File: config.mk
export PLATFORM = sky130hd
export DESIGN_NAME = phy_bringup_seq
export DESIGN_NICKNAME = d
export VERILOG_FILES = /design/src/rtl/phy_seq_pkg.sv /design/src/rtl/seq_wait_timer.sv /design/src/rtl/seq_step_timer.sv /design/src/rtl/phy_bringup_seq.sv
export SDC_FILE = /design/constraint.sdc
export NUM_CORES = 1
export LEC_CHECK = 0
export ABC_AREA = 1
export BUFFER_PORTS_ARGS = -buffer_cell sky130_fd_sc_hd__buf_4
export CORE_MARGIN = 2
export CORE_UTILIZATION = 60
export CTS_CLUSTER_DIAMETER = 40
export DETAILED_ROUTE_END_ITERATION = 10
export PLACE_DENSITY = 0.8
export SYNTH_ARGS = -nofsm -noshare
export SYNTH_HDL_FRONTEND = slang
export SYNTH_SLANG_ARGS = --single-unit
File: constraint.sdc
create_clock -name clk -period 3.55 [get_ports clk]
set_input_delay 0.1775 -clock clk [delete_from_list [all_inputs] [get_ports clk]]
set_output_delay 0.1775 -clock clk [all_outputs]
set_load 0.01 [all_outputs]
File: src/rtl/phy_seq_pkg.sv
package phy_seq_pkg;

    typedef enum logic [3:0] {
        S_OFF,
        S_LOCK1,
        S_WSETUP,
        S_WPULSE,
        S_DROP,
        S_LOCK2,
        S_DONE,
        S_ON,
        S_FAIL,
        S_PDOWN
    } seq_state_e;

    localparam int CFG_AW = 6;
    localparam int CFG_DW = 4;

    // PHY register addresses and the value written during reconfiguration
    localparam logic [CFG_AW-1:0] ADDR_LOCK = 6'h10;
    localparam logic [CFG_AW-1:0] ADDR_CLK  = 6'h12;
    localparam logic [CFG_DW-1:0] CFG_VAL   = 4'h8;

endpackage

File: src/rtl/seq_wait_timer.sv
module seq_wait_timer #(
    parameter int POLL_CYC    = 6250,
    parameter int TIMEOUT_CYC = 2500000
) (
    input  logic clk,
    input  logic rst_n,
    input  logic clr,
    output logic poll_tick,
    output logic expired
);
    localparam int PW = (POLL_CYC > 1) ? $clog2(POLL_CYC) : 1;
    localparam int TW = (TIMEOUT_CYC > 1) ? $clog2(TIMEOUT_CYC) : 1;
    localparam logic [PW-1:0] P_LAST = PW'(POLL_CYC - 1);
    localparam logic [TW-1:0] T_LAST = TW'(TIMEOUT_CYC - 1);

    logic [PW-1:0] pcnt;
    logic [TW-1:0] tcnt;

    always_ff @(posedge clk) begin
        if (!rst_n || clr) begin
            pcnt <= '0;
            tcnt <= '0;
        end else begin
            pcnt <= (pcnt == P_LAST) ? '0 : pcnt + 1'b1;
            if (tcnt != T_LAST) begin
                tcnt <= tcnt + 1'b1;
            end
        end
    end

    assign poll_tick = (pcnt == '0);
    assign expired   = (tcnt == T_LAST);

endmodule

File: src/rtl/seq_step_timer.sv
module seq_step_timer #(
    parameter int STEP_CYC = 125
) (
    input  logic clk,
    input  logic rst_n,
    input  logic clr,
    output logic step_done
);
    localparam int SW = (STEP_CYC > 1) ? $clog2(STEP_CYC) : 1;
    localparam logic [SW-1:0] S_LAST = SW'(STEP_CYC - 1);

    logic [SW-1:0] scnt;

    always_ff @(posedge clk) begin
        if (!rst_n || clr) begin
            scnt <= '0;
        end else if (scnt != S_LAST) begin
            scnt <= scnt + 1'b1;
        end
    end

    assign step_done = (scnt == S_LAST);

endmodule

File: src/rtl/phy_bringup_seq.sv
module phy_bringup_seq
    import phy_seq_pkg::*;
#(
    parameter int POLL_CYC    = 6250,
    parameter int TIMEOUT_CYC = 2500000,
    parameter int STEP_CYC    = 125
) (
    input  logic              clk,
    input  logic              rst_n,
    input  logic              start_i,
    input  logic              pwr_off_i,
    input  logic              pll_locked_i,
    input  logic              pll_output_i,
    output logic              phy_rst_o,
    output logic              lane_off_o,
    output logic [CFG_AW-1:0] cfg_addr_o,
    output logic [CFG_DW-1:0] cfg_data_o,
    output logic              cfg_wr_o,
    output logic              done_o,
    output logic              err_o
);
    seq_state_e state_q, state_d;
    logic       wr_idx_q, wr_idx_d;
    logic       leave;
    logic       poll_tick, expired, step_done;

    // any state change restarts both timers
    assign leave = (state_d != state_q);

    seq_wait_timer #(
        .POLL_CYC   (POLL_CYC),
        .TIMEOUT_CYC(TIMEOUT_CYC)
    ) u_wait (
        .clk      (clk),
        .rst_n    (rst_n),
        .clr      (leave),
        .poll_tick(poll_tick),
        .expired  (expired)
    );

    seq_step_timer #(
        .STEP_CYC(STEP_CYC)
    ) u_step (
        .clk      (clk),
        .rst_n    (rst_n),
        .clr      (leave),
        .step_done(step_done)
    );

    always_ff @(posedge clk) begin
        if (!rst_n) begin
            state_q  <= S_OFF;
            wr_idx_q <= 1'b0;
        end else begin
            state_q  <= state_d;
            wr_idx_q <= wr_idx_d;
        end
    end

    always_comb begin
        state_d  = state_q;
        wr_idx_d = wr_idx_q;
        if (pwr_off_i) begin
            state_d = (state_q == S_OFF || state_q == S_PDOWN) ? S_OFF : S_PDOWN;
        end else begin
            unique case (state_q)
                S_OFF, S_FAIL: begin
                    if (start_i) state_d = S_LOCK1;
                end
                S_LOCK1: begin
                    if (poll_tick && pll_locked_i) begin
                        state_d  = S_WSETUP;
                        wr_idx_d = 1'b0;
                    end else if (expired) begin
                        state_d = S_FAIL;
                    end
                end
                S_WSETUP: begin
                    if (step_done) state_d = S_WPULSE;
                end
                S_WPULSE: begin
                    if (step_done) begin
                        if (wr_idx_q) begin
                            state_d = S_DROP;
                        end else begin
                            state_d  = S_WSETUP;
                            wr_idx_d = 1'b1;
                        end
                    end
                end
                S_DROP: begin
                    if (poll_tick && !pll_output_i) state_d = S_LOCK2;
                    else if (expired)               state_d = S_FAIL;
                end
                S_LOCK2: begin
                    if (poll_tick && pll_locked_i) state_d = S_DONE;
                    else if (expired)              state_d = S_FAIL;
                end
                S_DONE:  state_d = S_ON;
                S_ON:    state_d = S_ON;
                S_PDOWN: state_d = S_OFF;
                default: state_d = S_OFF;
            endcase
        end
    end

    always_comb begin
        phy_rst_o  = 1'b0;
        lane_off_o = 1'b0;
        cfg_addr_o = ADDR_LOCK;
        cfg_data_o = CFG_VAL;
        cfg_wr_o   = 1'b0;
        done_o     = 1'b0;
        err_o      = 1'b0;
        unique case (state_q)
            S_OFF: begin
                phy_rst_o  = 1'b1;
                lane_off_o = 1'b1;
                cfg_addr_o = '0;
                cfg_data_o = '0;
            end
            S_LOCK1: cfg_data_o = '0;
            S_WSETUP: cfg_addr_o = wr_idx_q ? ADDR_CLK : ADDR_LOCK;
            S_WPULSE: begin
                cfg_addr_o = wr_idx_q ? ADDR_CLK : ADDR_LOCK;
                cfg_wr_o   = 1'b1;
            end
            S_DROP:  cfg_addr_o = ADDR_CLK;
            S_LOCK2, S_ON: ;
            S_DONE:  done_o = 1'b1;
            S_FAIL: begin
                phy_rst_o  = 1'b1;
                err_o      = 1'b1;
                cfg_addr_o = '0;
                cfg_data_o = '0;
            end
            S_PDOWN: begin
                lane_off_o = 1'b1;
                cfg_addr_o = '0;
                cfg_data_o = '0;
            end
            default: phy_rst_o = 1'b1;
        endcase
    end

endmodule

==> impl_metrics.env <==
export IMPL_num_rows=24
export IMPL_cp_max_fo=14
export IMPL_async_reset_ff_frac=0
export IMPL_placed_cells=421
export IMPL_ir_drop_v=0.000293
export IMPL_finalHoldViolations=0
export IMPL_crit_end="u_wait.pcnt[0]"
export IMPL_grt_total_usage=0.212
export IMPL_die_h_um=71.5
export IMPL_r2r_slack_ns=1.05
export IMPL_drc=0
export IMPL_yosys_warnings=0
export IMPL_fin_nets=388
export IMPL_netlist_area_um2=2730
export IMPL_gp_congestion=0.937
export IMPL_io_buffers=13
export IMPL_p_sw_uw=284
export IMPL_fin_cells=429
export IMPL_max_slew_margin=0.628
export IMPL_grt_pass1_wl_mm=8.78
export IMPL_synth_top_area_cell="dfxtp_1"
export IMPL_run_status="complete, no violations"
export IMPL_final_util=0.674
export IMPL_hold_slack_ns=0.145
export IMPL_synth_most_common_cell="nand2_1"
export IMPL_cts_post_setup_buffers_inserted=0
export IMPL_p_seq_frac=0.478
export IMPL_postRouteAntennaNets=0
export IMPL_synth_edf_count=0
export IMPL_worstMarginPinSlew_ns=0.553
export IMPL_setup_violations=0
export IMPL_setup_tns_ns=0
export IMPL_p_comb_frac=0.124
export IMPL_cts_tree="built"
export IMPL_netSwitchingFraction=0.248
export IMPL_crit_path_start="u_wait.tcnt[0]"
export IMPL_die_area_um2=5110
export IMPL_worst_r2r_endpoint="u_wait.pcnt[0]"
export IMPL_netlist_instances=364
export IMPL_critical_path_required_ns=3.78
export IMPL_vias_per_cell=5.25
export IMPL_wl_per_cell_um=11.6
export IMPL_syn2layout_area_growth_pct=8.11
export IMPL_vias=2251
export IMPL_pre_cts_ws_ns=1.08
export IMPL_ioPinCount=21
export IMPL_crit_path_end_kind="flop"
export IMPL_r2r_start="u_wait.tcnt[0]"
export IMPL_internal_power_uw=861
export IMPL_synthTopCellsByCount="nand2_1, dfxtp_1, nor2_1"
export IMPL_dpl_hpwl_mm=3.72
export IMPL_cts_clk_slew_worst_paths_ns=0.08
export IMPL_clkPwrFrac=0.398
export IMPL_finalInstanceArea_um2=2950
export IMPL_cts_root_buffer="clkbuf_8"
export IMPL_post_route_min_period_ns=2.50
export IMPL_leakage_nw=1.20
export IMPL_period_share=0.704
export IMPL_ys_flop_type="dfxtp_1"
export IMPL_avgSynthCellArea_um2=7.50
export IMPL_chipWidth_um=71.5
export IMPL_reg2reg_depth=13
export IMPL_drt_first_pass_iters=4
export IMPL_grt_antenna_before_repair=0
export IMPL_p_per_area_nw_per_um2=388
export IMPL_worstHoldPathType="primary input to flop"
export IMPL_drive_gt1_frac=0.138
export IMPL_ctsHoldBuffers=0
export IMPL_grt_setup_unrepaired="false"
export IMPL_maxSlewViolCount=0
export IMPL_antenna_cells=0
export IMPL_clk_latency_ns=0.30
export IMPL_start_util=0.623
export IMPL_critPathArrivalTime_ns=2.73
export IMPL_ctsHtreeMaxLevel=2
export IMPL_synth_top_area_frac=0.344
export IMPL_clock_skew_ns=0.00610
export IMPL_cap_viol_max_count=0
export IMPL_postPlaceCellArea_um2=2820
export IMPL_fin_ws_ns=1.05
export IMPL_ys_seq_elements=47
export IMPL_synthTopCellsByArea="dfxtp_1, xor2_1, nand2_1"
export IMPL_gr_total_overflow=0
export IMPL_drt_iter0_markers=142
export IMPL_max_freq_mhz=400
export IMPL_drt_wl_total_mm=4.96
export IMPL_grt_max_degree=18
export IMPL_path_class="flop to flop"
export IMPL_ys_seq_area_frac=0.344
export IMPL_cts_sinks=47
export IMPL_cts_buffers=5
export IMPL_num_fill_cells=392
export IMPL_cts_resized_gates=0
export IMPL_setup_worst_path_start_class="flop"
export IMPL_clockBufferDepth=2
export IMPL_grt_pass1_vias=2097
export IMPL_totalPowerFinal_mw=1.15
export IMPL_core_area_um2=4380
export IMPL_ys_types=33
## power groups by stage
stage	logic [mW]	clock network, mW	registers, mW
after detailed placement	0.141	0	0.560
after CTS	0.141	0.465	0.548
after floorplan	0.123	0	0.555
after global routing	0.159	0.480	0.550
final	0.142	0.456	0.548
after global placement	0.138	0	0.560
## cells in the final DEF, fill, tap and decap left out, types with 6 or more instances in the layout
master and instances:
nand2_1 50, dfxtp_1 47, nor2_1 44, inv_1 41
nor3_1 24, nand3_1 23, xor2_1 22, and3_1 13
buf_4 13, nor2_4 11, xnor2_1 11, nand4_1 10
a21oi_1 8, o21ai_0 7, conb_1 7, ha_1 6
## worst min-delay path by stage
stage,from,end,slack (ns),cells past startpoint
2_1_floorplan,rst_n,wr_idx_q,0.32,2
3_5_place_dp,u_wait.pcnt[0],u_wait.pcnt[0],0.45,1
3_3_place_gp,u_wait.pcnt[0],u_wait.pcnt[0],0.45,1
6_report,rst_n,wr_idx_q,0.14,3
5_1_grt,rst_n,wr_idx_q,0.18,3
4_1_cts,rst_n,wr_idx_q,0.14,3
## metal layers
metal	routed length, um	up-vias	global-route usage	part of all wire
li1	-	1183	-	-
met1	2340	991	0.263	0.47
met3	263	7	0.0422	0.053
met2	2310	70	0.378	0.47
met5	0	-	0	0
met4	55	0	0.0503	0.011
## state kept, by name (all words and copies together) (netlist names)
| signal | count |
|---|---|
| u_wait.tcnt | 22 |
| wr_idx_q | 1 |
| state_q | 4 |
| u_wait.pcnt | 13 |
| u_step.scnt | 7 |
## critical path, cell delays in order (launching register included)
cell,delay [ns]
dfxtp_1,0.38
ha_1,0.22
nand2_1,0.12
nor3_2,0.19
nand3_2,0.22
nand2_1,0.11
nand2_1,0.06
nand3_1,0.09
nand2_1,0.08
nand2_1,0.09
nand2_1,0.09
nor2_4,0.27
nand3_4,0.34
nor2_1,0.16
## kinds of logic after synthesis
kind of cell | synth area share
multiplexers | 0.00366
other | 0.00137
AO/OA/AOI/OAI | 0.0376
adder cells (fa/ha/maj) | 0.0275
XOR/XNOR | 0.106
flip-flops | 0.344
buffers and inverters | 0.101
AND/OR/NAND/NOR | 0.379
## layout make-up
cell class | count | area [um2] | area share
Clock buffer | 6 | 72.6 | 0.0246
Timing Repair Buffer | 13 | 97.6 | 0.0331
Inverter | 47 | 179 | 0.0606
Sequential cell | 47 | 941 | 0.319
Tap cell | 52 | 65.1 | 0.0220
Clock inverter | 2 | 60.1 | 0.0203
Multi-Input combinational cell | 262 | 1540 | 0.521
Note: power is estimated with default switching activity, not from simulation.
